$ cat config.mk
export PLATFORM = sky130hd
export DESIGN_NAME = cmd_parity_monitor
export DESIGN_NICKNAME = d
export VERILOG_FILES = /design/src/rtl/cmdpar_pkg.sv /design/src/rtl/cmdpar_capture.sv /design/src/rtl/cmdpar_parity_eval.sv /design/src/rtl/cmdpar_hold.sv /design/src/rtl/cmd_parity_monitor.sv
export SDC_FILE = /design/constraint.sdc
export NUM_CORES = 1
export LEC_CHECK = 0
export BUFFER_PORTS_ARGS = -buffer_cell sky130_fd_sc_hd__buf_4
export CORE_AREA = 2 2 65 67
export CTS_BUF_LIST = sky130_fd_sc_hd__clkbuf_8
export CTS_CLUSTER_SIZE = 30
export DETAILED_ROUTE_END_ITERATION = 7
export DIE_AREA = 0 0 67 69
export MAX_ROUTING_LAYER = met4
export PLACE_DENSITY = 0.75
export SYNTH_ARGS = -nofsm -noshare
export SYNTH_HDL_FRONTEND = slang
export SYNTH_SLANG_ARGS = --single-unit
$ cat constraint.sdc
create_clock -name clk -period 1.7 [get_ports clk]
set_input_delay 0.085 -clock clk [delete_from_list [all_inputs] [get_ports clk]]
set_output_delay 0.085 -clock clk [all_outputs]
set_load 0.1 [all_outputs]
$ cat src/rtl/cmdpar_pkg.sv
// Shared constants and helpers for the delayed-parity command checker.
// Assumes bit position p of the command word is carried on index p-1.
package cmdpar_pkg;

    localparam int CMD_W = 28;

    // Covered positions for configuration 0: all but 6, 8 and 13-16.
    localparam logic [CMD_W-1:0] COVER_CFG0 = 28'hFFF0F5F;
    // Covered positions for configuration 1: all but 13-16, 21 and 23.
    localparam logic [CMD_W-1:0] COVER_CFG1 = 28'hFAF0FFF;

    // Returns 1 when the masked word has an odd number of ones.
    function automatic logic odd_weight(input logic [CMD_W-1:0] word,
                                        input logic [CMD_W-1:0] keep);
        return ^(word & keep);
    endfunction

endpackage

$ cat src/rtl/cmdpar_capture.sv
// Two-stage input pipeline. Stage one registers the command word and holds
// it while low-power gating is active. Stage two delays that word by one
// more edge so that it lines up with the parity bit, which is registered
// alongside it. Assumes a synchronous active-low reset.
module cmdpar_capture #(
    parameter int W = 28
) (
    input  logic         clk,
    input  logic         rst_n,
    input  logic [W-1:0] cmd_in,
    input  logic         par_in,
    input  logic         lp_gate,
    output logic [W-1:0] word_al,
    output logic         par_al
);

    logic [W-1:0] word_s1;

    // Stage one: capture the word unless low-power gating holds it.
    always_ff @(posedge clk) begin
        if (!rst_n) begin
            word_s1 <= '0;
        end else if (!lp_gate) begin
            word_s1 <= cmd_in;
        end
    end

    // Stage two: realign the word with its late-arriving parity bit.
    always_ff @(posedge clk) begin
        if (!rst_n) begin
            word_al <= '0;
            par_al  <= 1'b0;
        end else begin
            word_al <= word_s1;
            par_al  <= par_in;
        end
    end

endmodule

$ cat src/rtl/cmdpar_parity_eval.sv
// Combinational even-parity check of an aligned word and parity bit.
// The covered-bit mask is built per bit from the static configuration
// input. Assumes cfg_sel does not change during normal operation.
module cmdpar_parity_eval #(
    parameter int             W     = 28,
    parameter logic [W-1:0]   MASK0 = '1,
    parameter logic [W-1:0]   MASK1 = '1
) (
    input  logic [W-1:0] word_al,
    input  logic         par_al,
    input  logic         cfg_sel,
    output logic         err_seen
);

    logic [W-1:0] keep;

    // Per-bit mask selection between the two coverage sets.
    for (genvar i = 0; i < W; i++) begin : g_keep
        assign keep[i] = cfg_sel ? MASK1[i] : MASK0[i];
    end

    // Odd total weight of covered bits plus parity means an error.
    always_comb begin
        err_seen = cmdpar_pkg::odd_weight(word_al, keep) ^ par_al;
    end

endmodule

$ cat src/rtl/cmdpar_hold.sv
// Error-flag hold logic. A down-counter is reloaded on each detected error
// and counts down on non-frozen edges. The flag is low while the counter is
// non-zero. Freeze stops all updates. Assumes a synchronous active-low
// reset.
module cmdpar_hold #(
    parameter int HOLD = 2
) (
    input  logic clk,
    input  logic rst_n,
    input  logic err_seen,
    input  logic freeze,
    output logic err_n
);

    localparam int CNT_W = $clog2(HOLD + 1);
    localparam logic [CNT_W-1:0] RELOAD = CNT_W'(HOLD);

    logic [CNT_W-1:0] cnt_q;
    logic [CNT_W-1:0] cnt_nx;

    // Next hold count: reload on an error, else count down toward zero.
    always_comb begin
        cnt_nx = cnt_q;
        if (!freeze) begin
            if (err_seen) begin
                cnt_nx = RELOAD;
            end else if (cnt_q != '0) begin
                cnt_nx = cnt_q - 1'b1;
            end
        end
    end

    // Register the count and the active-low flag derived from it.
    always_ff @(posedge clk) begin
        if (!rst_n) begin
            cnt_q <= '0;
            err_n <= 1'b1;
        end else begin
            cnt_q <= cnt_nx;
            err_n <= (cnt_nx == '0);
        end
    end

endmodule

$ cat src/rtl/cmd_parity_monitor.sv
// Top of the delayed-parity command checker. It chains the capture
// pipeline, the parity evaluator and the hold logic. Both chip selects high
// freeze the flag. Adding gate_en also holds the input word (low-power
// mode). Assumes cfg_sel is static.
module cmd_parity_monitor #(
    parameter int                    CMD_W       = cmdpar_pkg::CMD_W,
    parameter int                    HOLD_CYCLES = 2,
    parameter logic [CMD_W-1:0]      COVER0      = cmdpar_pkg::COVER_CFG0,
    parameter logic [CMD_W-1:0]      COVER1      = cmdpar_pkg::COVER_CFG1
) (
    input  logic             clk,
    input  logic             rst_n,
    input  logic             cfg_sel,
    input  logic [CMD_W-1:0] cmd_in,
    input  logic             par_in,
    input  logic             cs0_n,
    input  logic             cs1_n,
    input  logic             gate_en,
    output logic             err_n
);

    logic             freeze;
    logic             lp_gate;
    logic [CMD_W-1:0] word_al;
    logic             par_al;
    logic             err_seen;

    // Freeze when neither rank is selected; gate the input in low power.
    always_comb begin
        freeze  = cs0_n & cs1_n;
        lp_gate = freeze & gate_en;
    end

    cmdpar_capture #(.W(CMD_W)) u_capture (
        .clk     (clk),
        .rst_n   (rst_n),
        .cmd_in  (cmd_in),
        .par_in  (par_in),
        .lp_gate (lp_gate),
        .word_al (word_al),
        .par_al  (par_al)
    );

    cmdpar_parity_eval #(.W(CMD_W), .MASK0(COVER0), .MASK1(COVER1)) u_eval (
        .word_al  (word_al),
        .par_al   (par_al),
        .cfg_sel  (cfg_sel),
        .err_seen (err_seen)
    );

    cmdpar_hold #(.HOLD(HOLD_CYCLES)) u_hold (
        .clk      (clk),
        .rst_n    (rst_n),
        .err_seen (err_seen),
        .freeze   (freeze),
        .err_n    (err_n)
    );

endmodule

==> After elaboration in Yosys (flattened, before gate mapping) <==
Cells that the tools add are included.
{ "word_totals": {"wordCells": 18, "out_inout_bits": 1, "regBits": 60, "in_bits": 35} }
{ "classes": {"n_mux": 5, "n_bitwise": 4, "add_sub_neg": 1, "reduce_logical": 3} }
{ "ops": {"columns": ["operator", "count"], "rows": [
  ["28-bit AND", 1],
  ["28-bit parity", 1],
  ["2-bit 2-to-1 mux", 3],
  ["1-bit AND", 2],
  ["2-bit zero test", 1],
  ["1-bit 2-to-1 mux", 2],
  ["2-bit nonzero test", 1],
  ["2-bit by 1-bit subtractor with 2-bit output (second input constant)", 1],
  ["1-bit XOR", 1]
]} }

==> Longest topological paths before layout <==
{ "depth": {"word_depth": 7, "mapped_depth": 5} }

==> By module <==
Synthesis repeated with hierarchy kept, for this count alone.
{ "hier_totals": {"cells_unflattened": 185, "hier_area_um2": 2234.6} }
{ "modules_own_cells": {"columns": ["mod", "cells_each", "n_inst", "area_each_um2"], "rows": [
  ["cmdpar_capture", 151, 1, 1859.3],
  ["cmdpar_parity_eval", 22, 1, 237.7],
  ["cmdpar_hold", 10, 1, 125.1],
  ["cmd_parity_monitor", 2, 1, 12.5]
]} }

==> Least setup slack after synthesis <==
Ideal clock, no wire load.
{ "synth_path": {"path_type": "register to register", "start": "register u_capture.word_al[4]", "end": "register u_hold.cnt_q[1]", "period_less_slack_ns": 1.688, "path_buffers": 0, "path_slack_ns": 0.012, "stages_incl_launch_ff": 6, "arrival_time_ns": 1.570, "setup_time_ns": 0.117, "path_cell_list": "dfxtp_1 xnor3_1 xnor3_1 xnor3_1 xnor3_1 o2bb2ai_1"} }
{ "synth_via": {"elab_chain_len": 5} }
{ "synth_lines": {"columns": ["item", "line", "source"], "rows": [
  ["start: declaration", "cmdpar_capture.sv:13", "output logic [W-1:0] word_al,"],
  ["start signal: assignment", "cmdpar_capture.sv:34", "word_al <= word_s1;"],
  ["28-bit AND", "cmdpar_pkg.sv:15", "return ^(word & keep);"],
  ["28-bit parity", "cmdpar_pkg.sv:15", null],
  ["1-bit XOR", "cmdpar_parity_eval.sv:24", "err_seen = cmdpar_pkg::odd_weight(word_al, keep) ^ par_al;"],
  ["2-bit 2-to-1 mux", "cmdpar_hold.sv:25", "if (err_seen) begin"],
  ["2-bit 2-to-1 mux", "cmdpar_hold.sv:24", "if (!freeze) begin"],
  ["end signal: assignment", "cmdpar_hold.sv:39", "cnt_q <= cnt_nx;"],
  ["end: declaration", "cmdpar_hold.sv:18", "logic [CNT_W-1:0] cnt_q;"]
]} }
Every way passes these cells.
A chain may end at the register's enable or synchronous reset.

==> Worst setup path in the final report <==
Ends and elaborated chain as after synthesis.

==> impl_results.md <==
- # clock sinks: 52
- Maxcap violations: 0
- I/O pins: 36
- Fillers: 373
- Setup slack, reg-to-reg: 0.04 ns
- Synth Flop Type: dfxtp_1
- EDFF count, synth: 0
- Most frequent cell after synthesis: dfxtp_1
- Initial antenna violation count: 0
- H-tree level count: 2
- Core Box Area: 0.003914 sq mm
- Routed Antenna Nets: 0
- Critical path launch point type: flop
- Post-Syn Area: 0.001921 sq mm
- Chip width: 67 um
- Dpl cells: 265
- Vias in the first global route: 1193
- DRT iter0 DRCs: 19
- Row cnt: 23
- Register Area: 0.001041 sq mm
- WP data arrival: 1.86 ns
- Largest net degree at the start of global routing: 55
- Final nets: 258
- Die Y: 69 um
- Status: finished, final reports clean
- CP startpoint: u_capture.word_al[4]
- Fraction of the cycle the final worst path needs: 97.86%
- Tmin final: 1.664 ns
- Distinct cells, synth: 15
- Final Skew: 0.003014 ns
- Sequential share of the synthesized area: 54.20%
- Fin Hold WS: 0.03290 ns
- Static Leak: 0.9995 nW
- Top post-synthesis cells by count: dfxtp_1 (52), nand2_1 (50), a21boi_0 (25), and2_1 (25), xnor2_1 (12)
- Tightest Pin Transition: 0.3957 ns
- Gr usage total: 14.78%
- Gp weighted congestion: 0.6967
- Setup bufs post-CTS: 0
- Rel. slew slack: 73.62%
- Wire per inst: 10.45 um
- Initial Utilization: 49.07%
- Flop and latch count out of synthesis: 52
- Routed via count: 1265
- Layout Cells excl Fill: 274
- Mapped Nets: 228
- Synthesized instance count: 193
- Multi-input gate area: 844.6 sq um
- Clock slew at reported path FFs: 0.09 ns
- Setup CP Type: flop to flop
- TritonCTS Buffers: 5
- Clk root buf: clkbuf_8
- Max-slew violation count: 0
- Synth area leader: dfxtp_1
- CTS tree: built
- Vias per cell: 4.617
- Post-synth top area share: 54.20%
- Setup crit end kind: flop
- # DRC: 0
- Die area: 0.004623 sq mm
- Syn_area_per_cell: 9.951 sq um
- Synth Warn #: 0
- Max frequency: 601.1 MHz
- Final HPWL DP: 1.895 mm
- Ys async rst share: 0%
- Global-route wire length before repair: 5.002 mm
- Crit path max fanout: 3
- TNS Setup: 0 ns
- Data required time of the worst path: 1.90 ns
- Layout area overhead: 19.67%
- Clock Latency Late Sink: 0.30 ns
- Final core utilization: 58.73%
- RSZ-0062 raised after global routing: true
- Share of layout cells above drive strength 1: 19.64%
- Peak supply drop: 0.0005156 V
- Worst-case clock buffer depth: 2
- CP endpoint: u_hold.cnt_q[1]
- P per Cell Area: 1069 mW/mm^2
- DRT Pass-1 Iters: 4
- Worst r2r dst: u_hold.cnt_q[1]
- Final setup viols: 0
- DRT Wirelength: 2.864 mm
- IO buf count: 31
- Fin. Hold Viols: 0
- Worst-case reg-to-reg path depth: 5
- Ant. Diodes: 0
- Synth area leaders: dfxtp_1 (54%), a21boi_0 (9.8%), nand2_1 (9.8%)
- Reg-to-Reg Start: u_capture.word_al[4]
- Hold Crit Class: input pin to flop
- Gr ovfl total: 0
==> cell usage in the layout (no fill, tap or decap), drive strengths merged <==
cell / count
clkbuf: 6
xor2: 2
and3: 2
dfxtp: 52
nand2: 50
xnor2: 14
dlygate4sd3: 1
and2: 25
nor2: 1
nand3: 2
buf: 33
o21a: 1
clkinv: 2
xnor3: 4
a21oi: 2
a21boi: 25
o2bb2ai: 2
==> critical path, stage by stage (launching register included) <==
cell and delay [ns]:
dfxtp_1 0.32, xnor3_1 0.38, xnor3_1 0.21, xnor3_1 0.24
xnor3_1 0.27, o2bb2ai_2 0.14
==> area by class of cell <==
class,instances,area share [%]
sequential,52,45.29
multi-input combinational,130,36.74
timing repair buffer,34,11.21
clock buffer,6,3.593
tap,50,2.722
clock inverter,2,0.4355
==> power by group <==
part	internal (mW)	switching (mW)	total, mW
sequential	1.30	0.0385	1.34
clock	0.325	0.376	0.701
combinational	0.210	0.204	0.413
==> cell families (layout without fill, tap and decap cells) <==
kind of cell	count (synthesis)	in the layout	share of synthesized area, %
buffers and inverters	11	42	2.150
AND/OR/NAND/NOR	80	80	19.28
AO/OA/AOI/OAI	30	30	11.60
flip-flops	52	52	54.20
XOR/XNOR	20	20	12.77
==> flip-flops by register name (all words and copies together) (netlist names) <==
| register | count |
|---|---|
| u_capture.par_al | 1 |
| u_capture.word_al | 24 |
| u_capture.word_s1 | 24 |
| u_hold.cnt_q | 2 |
| u_hold.err_n | 1 |
==> metal layers <==
metal  global-route usage [%]  wire, um
met1                    17.73      1362
met2                    22.22      1316
met3                    2.936        98
met4                    9.524        86
met5                        -         0
==> metrics by stage <==
step	worst slack [ns]	cell area, sq um	total power, mW
final	0.03642	2298	2.458
after global routing	-0.05745	2298	2.580
after CTS	0.02588	2292	2.477
after detailed placement	-0.1115	2190	1.783
after global placement	-0.04135	2190	1.775
after floorplan	0.01241	1921	1.672
==> worst min path at each step <==
stage | start | endpoint | slack, ns | depth (start not counted)
after floorplan | par_in | u_capture.par_al | 0.21 | 1
after global routing | cmd_in[5] | u_capture.word_s1[5] | 0.03 | 3
after detailed placement | par_in | u_capture.par_al | 0.30 | 2
final | cmd_in[8] | u_capture.word_s1[8] | 0.03 | 3
after CTS | cmd_in[8] | u_capture.word_s1[8] | 0.03 | 3
after global placement | par_in | u_capture.par_al | 0.30 | 2
==> repair_timing <==
action | 4_1_cts | 5_1_grt
resized for setup | 0 | 1
hold buffers | 1 | 0
endpoints found under the setup margin | 3 | 3
pin swaps | 1 | 1
endpoints found under the hold margin | 1 | 0
(Power assumes the default switching activity.)
